`src/rtl/bus_lock_pkg.sv`:
```
package bus_lock_pkg;
  localparam int unsigned KIND_W = 2;

  typedef enum logic [KIND_W-1:0] {
    KIND_PLAIN = 2'b00,
    KIND_RD    = 2'b01,
    KIND_WR    = 2'b10,
    KIND_IACK  = 2'b11
  } txn_kind_e;

  typedef enum logic [1:0] {
    ST_IDLE   = 2'b00,
    ST_GRANT  = 2'b01,
    ST_LOCKED = 2'b10
  } lock_state_e;
endpackage

```
`src/rtl/bus_lock_mode_sampler.sv`:
```
module bus_lock_mode_sampler (
  input  logic clk_i,
  input  logic rst_ni,
  input  logic lock_line_i,
  output logic sampled_o,
  output logic isolate_o
);
  logic sampled_q, iso_q;

  always_ff @(posedge clk_i or negedge rst_ni) begin
    if (!rst_ni) begin
      sampled_q <= 1'b0;
      iso_q     <= 1'b0;
    end else if (!sampled_q) begin
      sampled_q <= 1'b1;
      iso_q     <= !lock_line_i;
    end
  end

  assign sampled_o = sampled_q;
  assign isolate_o = iso_q;

  // mode is frozen once chosen
  p_iso_frozen_r2: assert property (@(posedge clk_i) disable iff (!rst_ni)
    sampled_q |=> $stable(iso_q));
endmodule

```
`src/rtl/bus_lock_fsm.sv`:
```
module bus_lock_fsm
  import bus_lock_pkg::*;
#(
  parameter int unsigned KW = KIND_W
) (
  input  logic          clk_i,
  input  logic          rst_ni,
  input  logic          active_i,
  input  logic          rmw_req_i,
  input  logic          addr_phase_i,
  input  logic [KW-1:0] txn_kind_i,
  input  logic          lock_line_i,
  output logic          hold_o,
  output logic          release_o,
  output logic          granted_o
);
  lock_state_e state_q, state_d;
  logic busy, rd_ta, wr_ta;

  assign hold_o    = (state_q != ST_IDLE);
  // line low while this block is not holding it: another agent has it
  assign busy      = !lock_line_i && !hold_o;
  assign rd_ta     = addr_phase_i && (txn_kind_i == KIND_RD);
  assign wr_ta     = addr_phase_i && (txn_kind_i == KIND_WR);
  assign release_o = (state_q == ST_LOCKED) && wr_ta;
  assign granted_o = (state_q == ST_GRANT);

  always_comb begin
    state_d = state_q;
    unique case (state_q)
      ST_IDLE:   if (active_i && rmw_req_i && !busy) state_d = ST_GRANT;
      ST_GRANT:  if (rd_ta) state_d = ST_LOCKED;
      ST_LOCKED: if (wr_ta) state_d = ST_IDLE;
      default:   state_d = ST_IDLE;
    endcase
  end

  always_ff @(posedge clk_i or negedge rst_ni) begin
    if (!rst_ni) state_q <= ST_IDLE;
    else         state_q <= state_d;
  end

  p_no_grant_busy_r4: assert property (@(posedge clk_i) disable iff (!rst_ni)
    (state_q == ST_IDLE && busy) |=> !granted_o);
  p_read_keeps_r6: assert property (@(posedge clk_i) disable iff (!rst_ni)
    (granted_o && rd_ta) |=> (hold_o && !granted_o));
  p_write_frees_r7: assert property (@(posedge clk_i) disable iff (!rst_ni)
    release_o |=> !hold_o);
endmodule

```
`src/rtl/bus_lock_ctrl.sv`:
```
module bus_lock_ctrl
  import bus_lock_pkg::*;
(
  input  logic              clk_i,
  input  logic              rst_ni,
  input  logic              rmw_req_i,
  input  logic              addr_phase_i,
  input  logic [KIND_W-1:0] txn_kind_i,
  input  logic              lock_line_i,
  output logic              lock_oe_o,
  output logic              lock_granted_o,
  output logic              isolate_o
);
  logic sampled, iso, active, hold, release_now, granted, iack_ta;

  bus_lock_mode_sampler u_mode (
    .clk_i       (clk_i),
    .rst_ni      (rst_ni),
    .lock_line_i (lock_line_i),
    .sampled_o   (sampled),
    .isolate_o   (iso)
  );

  assign active = sampled && !iso;

  bus_lock_fsm #(.KW(KIND_W)) u_fsm (
    .clk_i        (clk_i),
    .rst_ni       (rst_ni),
    .active_i     (active),
    .rmw_req_i    (rmw_req_i),
    .addr_phase_i (addr_phase_i),
    .txn_kind_i   (txn_kind_i),
    .lock_line_i  (lock_line_i),
    .hold_o       (hold),
    .release_o    (release_now),
    .granted_o    (granted)
  );

  assign iack_ta        = addr_phase_i && (txn_kind_i == KIND_IACK);
  // open-drain: only an enable to pull low exists
  assign lock_oe_o      = active && ((hold && !release_now) || iack_ta);
  assign lock_granted_o = active && granted;
  assign isolate_o      = iso;

  p_iso_quiet_r2: assert property (@(posedge clk_i) disable iff (!rst_ni)
    iso |-> (!lock_oe_o && !lock_granted_o));
  p_grant_held_r5: assert property (@(posedge clk_i) disable iff (!rst_ni)
    lock_granted_o |-> lock_oe_o);
  p_iack_drives_r8: assert property (@(posedge clk_i) disable iff (!rst_ni)
    (active && iack_ta) |-> lock_oe_o);
  p_idle_quiet_r10: assert property (@(posedge clk_i) disable iff (!rst_ni)
    (!sampled) |-> (!lock_oe_o && !lock_granted_o));
endmodule

```
`config.mk`:
```
export PLATFORM = sky130hd
export DESIGN_NAME = bus_lock_ctrl
export DESIGN_NICKNAME = d
export VERILOG_FILES = /design/src/rtl/bus_lock_pkg.sv /design/src/rtl/bus_lock_mode_sampler.sv /design/src/rtl/bus_lock_fsm.sv /design/src/rtl/bus_lock_ctrl.sv
export SDC_FILE = /design/constraint.sdc
export NUM_CORES = 1
export LEC_CHECK = 0
export ABC_AREA = 1
export BUFFER_PORTS_ARGS = -buffer_cell sky130_fd_sc_hd__buf_2
export CAP_MARGIN = 20
export CORE_AREA = 3 3 40 42
export CTS_BUF_LIST = sky130_fd_sc_hd__clkbuf_8 sky130_fd_sc_hd__clkbuf_16
export DETAILED_ROUTE_END_ITERATION = 8
export DIE_AREA = 0 0 43 45
export PLACE_DENSITY = 0.45
export SLEW_MARGIN = 20
export SYNTH_ARGS = -nofsm -noshare
export SYNTH_HDL_FRONTEND = slang
export SYNTH_HIERARCHICAL = 1
export SYNTH_SLANG_ARGS = --single-unit
```
`constraint.sdc`:
```
create_clock -name clk_i -period 3.12 [get_ports clk_i]
set_clock_uncertainty 0.1 [all_clocks]
set_input_delay 0.624 -clock clk_i [delete_from_list [all_inputs] [get_ports clk_i]]
set_output_delay 0.624 -clock clk_i [all_outputs]
set_load 0.005 [all_outputs]
```
# After elaboration in Yosys (flattened, before gate mapping)
# Cells that the tools add are included.
# word_totals
regBits,4
in_bits,7
out_inout_bits,3
word_cells,35
# op_classes
n_eq_ne,8
mux,4
reduce_logical,20
# ops
cell,n
$logic_and A1 B1 Y1,11
$eq A2 B2 Y1 const B,3
$mux W2,3
$ne A2 B1 Y1 const B,3
$pmux W2 S3,1
$logic_not A1 Y1,5
$eq A2 B1 Y1 const B,2
$reduce_and A3 Y1,1
$logic_not A2 Y1,1
$reduce_bool A2 Y1,1
$logic_or A1 B1 Y1,1

# Longest topological paths before layout
# Gate-level depths: netlist of run 1.
# depth
depth_word,7
depth_mapped,7
depth_no_buf,7

# Modules after synthesis
# Netlist of run 1, hierarchy kept.
# modules_own_cells
mod,n_inst,cells_per_inst,area_each_um2,seq_area_each_um2
bus_lock_fsm,1,21,132.6,50.0
bus_lock_mode_sampler,1,5,62.6,50.0
bus_lock_ctrl,1,9,42.5,0.0

# Worst setup path before layout of run 1
# No wires, ideal clock.
# synth_path
kind,input to output
startpoint,in txn_kind_i[0]
endpoint,out lock_oe_o
arrival_ps,1035
path_slack_ps,1361
stages,6
n_path_buf,0
path_cell_list,inv_1 > nand3_1 > nor3_1 > inv_1 > nand2_1 > a21oi_2
# synth_via
elab_chain_cells,7
elab_cells_between_ends,9
cone_classes,eq/ne: 2; reduce/logical: 7
# synth_rtl
item,line,source
"start, declared",bus_lock_ctrl.sv:8,"input logic [KIND_W-1:0] txn_kind_i,"
$eq A2 B2 Y1,bus_lock_fsm.sv:24,assign wr_ta = addr_phase_i && (txn_kind_i == KIND_WR);
$logic_and A1 B1 Y1,bus_lock_fsm.sv:24,
$logic_and A1 B1 Y1,bus_lock_fsm.sv:25,assign release_o = (state_q == ST_LOCKED) && wr_ta;
via release_now,bus_lock_ctrl.sv:14,"logic sampled, iso, active, hold, release_now, granted, iack_ta;"
$logic_not A1 Y1,bus_lock_ctrl.sv:41,assign lock_oe_o = active && ((hold && !release_now) || iack_ta);
$logic_and A1 B1 Y1,bus_lock_ctrl.sv:41,
$logic_or A1 B1 Y1,bus_lock_ctrl.sv:41,
$logic_and A1 B1 Y1,bus_lock_ctrl.sv:41,
"end, declared",bus_lock_ctrl.sv:10,"output logic lock_oe_o,"
# The timed path passes the listed nets, and every way through them passes these cells.

# Worst setup path after layout of run 1
# Ends and elaborated chain as after synthesis.

==> metrics, run 1 <==
Ports=10; CORE AREA=1285 sq um; standard-cell rows=13; path type of the worst setup path=in2out; Critical R2R Launch=u_mode/sampled_o; Routed WL per cell=7.435 um; Post-DP Area=301.5 sq um; Netlist cell types=13; clock net sink count=4; RSZ-0062 raised after global routing=false; R2R depth=6; crit path buf inv count=4; Mapped Nets=42; Final GP Congestion=0.6161; CTS Hold Bufs=0; TritonCTS clock tree=done; CTS resizes=0; maxcap violations=0; Iter 0 DRT Violations=3; Fillers=151; vias in the first global route=205; Final Util=26.68%; startpoint types=primary input; commonest non-fill, non-tap cell in the layout=buf_2; I/O Buffers=9; DIE WIDTH=43 um; Reg clk slew, reported paths=30 ps; sequential share of the synthesized area=42.11%; post-route cell area=342.8 sq um; Power per Cell Area=708.7 nW/um^2; Tcrit/Tclk final=65.59%; Syn. warnings=6; GRT overflow=0; maximum root-to-sink buffer count=2; Slowest-stage cell, CP=nor3_1; Slew Limit Fails=0; Mean Syn Cell Area=6.792 sq um; final hold slack=108.5 ps; DR DRC count=0; DR vias/cell=3.565; total track usage=5.514%; antenna viol nets, final=0; die area=1935 sq um; most frequent cells in the layout=buf_2, inv_1, nand2_1; CP top delay family=buffers and inverters; largest net degree at the start of global routing=5; capturing element type of the critical path=primary output; peak supply drop=260.9 uV; Vert. Die Dim=45 um; Post-Syn Area=237.7 sq um; final WL=461 um; clk root buf=clkbuf_8; ANT cells=0; Finished Layout Cells=62; initial antenna violation count=0; setup slack, reg-to-reg=2170 ps; fmax=488.6 MHz; clk_lat worst skew=210 ps; Final setup viols=0; Seq cells post-synth=4; share of cells above drive strength 1=34.04%; global-route wire length before repair=717 um; NumNets Final=56; Crit path largest cell delay=140 ps; Hold Path Class=in2async; critical path required time=2400 ps; dpl cells=59; min cycle time layout=2047 ps; Mapped Cells=35; setup bufs post-CTS=0; number of H-tree levels=1; vias post-DR=221; worst reg2reg path endpoint=u_fsm/state_q[0]; Max FO, Critical Path=3; final setup TNS=0 ps; area grow syn2layout=44.21%; crit path DAT=1320 ps; initial core utilization=18.50%; drt first pass iters=3; status=finished, final reports clean; Final Hold Viols=0; CTS Buf Count=3; leakage=0.1958 nW; crit path cell chain=buf_2 -> inv_1 -> nand3_1 -> nor3_1 -> inv_1 -> nand2_1 -> a21oi_2 -> buf_2
synth_stat cells:
master    number  area (sq um)
nand2_2        1         6.260
conb_1         1         3.750
inv_1          8         30.03
o21ai_1        1         5.000
nor3_1         1         5.000
a21oi_2        1         8.760
nand2_1        7         26.28
inv_2          1         3.750
nor2_1         4         15.01
nor2_2         1         6.260
nand3_1        4         20.02
nand3b_1       1         7.510
dfrtp_1        4         100.1
cells by family after synthesis:
family,Yosys count,synth area share (%)
and+or+nand+nor,19,36.32
DFF,4,42.11
AOI/OAI and AO/OA,2,5.788
buffers and inverters,9,14.21
other,1,1.577
layer usage:
layer,track usage (%),wire length [um],up-vias,share of wire [%]
met4,7.229,0,0,0
met2,7.186,211,5,46
li1,-,-,128,-
met1,5.839,219,88,48
met3,2.390,30,0,6.5
met5,0,0,-,0
report_power, final:
part | leakage [nW] | switching [mW] | internal (mW)
Sequential | 0.0505 | 0.0110 | 0.0638
Clock | 0.0216 | 0.0245 | 0.0820
Combinational | 0.124 | 0.0363 | 0.0253
Total | 0.196 | 0.0718 | 0.171
stage by stage:
stage	setup slack (ps)	power, mW
finish	1073	0.2430
global route	966.8	0.2649
CTS	1077	0.2503
detailed placement	1076	0.1383
global placement	1070	0.1392
floorplan	1361	0.1187
worst register-to-register path, delay by kind of cell, from the launching register on:
kind / cells / cell delay [ps]
buffers and inverters: 2 / 70
flip-flops: 1 / 390
AND/OR/NAND/NOR: 4 / 260
registers in the layout, indices dropped and copies added (netlist names):
signal and cells:
u_mode/isolate_o 1, u_mode/sampled_o 1, u_fsm/state_q 2
worst max path at each step:
| stage | startpoint | endpoint | slack, ps | cells after the start |
|---|---|---|---|---|
| floorplan | txn_kind_i[0] | lock_oe_o | 1360 | 6 |
| global placement | txn_kind_i[0] | lock_oe_o | 1070 | 8 |
| detailed placement | txn_kind_i[0] | lock_oe_o | 1080 | 8 |
| CTS | txn_kind_i[0] | lock_oe_o | 1080 | 8 |
| global route | txn_kind_i[0] | lock_oe_o | 970 | 8 |
| finish | txn_kind_i[0] | lock_oe_o | 1070 | 8 |
final cells by class:
class	count	area [sq um]	area share, %
clock buffers	3	41.29	12.04
well taps	15	18.77	5.474
inverters	9	33.78	9.854
flip-flops and latches	4	100.1	29.20
repair buffers	9	45.04	13.14
multi-input cells	22	103.9	30.29
No activity file was read; power rests on OpenSTA's default activity.
==> inputs of run 2 (changes only) <==
Clock period 3.12 ns to 1.97 ns, I/O delays scaled along.
==> run 2 against run 1 <==
Net effect: sequential power up 59%; combinational power up 60%; wire length down 2.8%; count of clock-buffer cells in the layout unchanged; setup slack worse by 700 ps; die area unchanged; cell area up 2.9%; register-to-register slack worse by 1200 ps; sequential cell count unchanged; critical path type is now reg2out; critical endpoint unchanged; largest cell class unchanged; largest power group unchanged.
==> metrics, run 2 (synthesis gave the netlist of run 1 again) <==
status=finished, final reports clean; Routed WL per cell=7.111 um; Fillers=153; Vert. Die Dim=45 um; Hold Path Class=in2reg; NumNets Final=57; Pwr Total=0.3869 mW; CTS resizes=0; RSZ-0062 raised after global routing=false; DR DRC count=0; leakage=0.2000 nW; critical path required time=1480 ps; final setup TNS=0 ps; standard-cell rows=13; I/O Buffers=9; maxcap violations=0; Iter 0 DRT Violations=1; DIE WIDTH=43 um; peak supply drop=387.1 uV; vias in the first global route=219; Biggest register=u_fsm/state_q; CTS Buf Count=3; fmax=625.5 MHz; min cycle time layout=1599 ps; maximum root-to-sink buffer count=2; capturing element type of the critical path=primary output; clk root buf=clkbuf_8; vias post-DR=222; Ports=10; ANT cells=0; area grow syn2layout=48.42%; initial core utilization=18.50%; path type of the worst setup path=reg2out; GRT overflow=0; Max FO, Critical Path=3; Net Sw Frac=29.60%; largest net degree at the start of global routing=5; Final Hold Viols=0; TritonCTS clock tree=done; dpl cells=59; Final setup viols=0; max FFs per register=2; clock net sink count=4; share of cells above drive strength 1=33.33%; DR vias/cell=3.524; CORE AREA=1285 sq um; antenna viol nets, final=0; final WL=448 um; initial antenna violation count=0; startpoint types=flip-flop; number of H-tree levels=1; Power per Cell Area=1097 nW/um^2; commonest non-fill, non-tap cell in the layout=buf_2; Int Power=0.2724 mW; Tcrit/Tclk final=81.15%; setup bufs post-CTS=0; Reg clk slew, reported paths=30 ps; Final GP Congestion=0.6761; Slew Limit Fails=0; most frequent cells in the layout=buf_2, inv_1, nand2_1; CTS Hold Bufs=1; Clk pwr share=43.8%; final hold slack=283.3 ps; Seq pwr share=30.7%; Switching Power=0.1145 mW; DP Wirelength=377 um; Final Util=27.46%; drt first pass iters=4; global-route wire length before repair=759 um; clk_lat worst skew=210 ps; Finished Layout Cells=63; total track usage=5.602%; Logic pwr share=25.5%; crit path DAT=1100 ps; die area=1935 sq um
-- run 2: path summary, 6_finish.rpt --
path	from	endpoint	slack, ps	cells past startpoint
setup / recovery	u_fsm/state_q[1]	lock_oe_o	370	6
hold / removal	lock_line_i	u_mode/isolate_o	280	2
setup reg to reg	u_mode/sampled_o	u_fsm/state_q[0]	1020	6
hold reg to reg	u_mode/sampled_o	u_mode/isolate_o	400	1
max in group asynchronous	rst_ni	u_mode/isolate_o	1240	2
min in group asynchronous	rst_ni	u_fsm/state_q[0]	410	2
-- run 2: area by class of cell --
| type | instances | area, sq um | share of cell area [%] |
|---|---|---|---|
| flip-flops and latches | 4 | 100.1 | 28.37 |
| multi-input cells | 22 | 103.9 | 29.43 |
| repair buffers | 10 | 55.05 | 15.60 |
| inverters | 9 | 33.78 | 9.574 |
| well taps | 15 | 18.77 | 5.319 |
| clock buffers | 3 | 41.29 | 11.70 |
-- run 2: power by group through the flow --
stage	Clock [mW]	Combinational, mW	Sequential [mW]
floorplan	0	0.0702	0.118
global placement	0	0.101	0.120
detailed placement	0	0.100	0.120
CTS	0.174	0.102	0.119
global route	0.182	0.118	0.122
finish	0.169	0.0985	0.119
-- run 2: routing by layer --
metal	wire length [um]	part of all wire (%)	vias to the layer above	global-route usage [%]
li1	-	-	129	-
met1	231	52	88	7.073
met2	187	42	5	6.886
met3	29	6.5	0	2.390
met4	0	0	0	5.422
met5	0	0	-	0
-- run 2: through the flow --
| step | instance area [sq um] | worst slack (ps) |
|---|---|---|
| after floorplan | 237.7 | 671.0 |
| after global placement | 301.5 | 385.9 |
| after detailed placement | 301.5 | 396.7 |
| after CTS | 352.8 | 367.6 |
| after global routing | 352.8 | 269.2 |
| final | 352.8 | 371.3 |
-- run 2: critical path, cell delays in order (launching register included) --
cell,delay [ps]
dfrtp_1,360
inv_1,60
nor3_1,180
inv_1,50
nand2_1,70
a21oi_2,50
buf_2,120
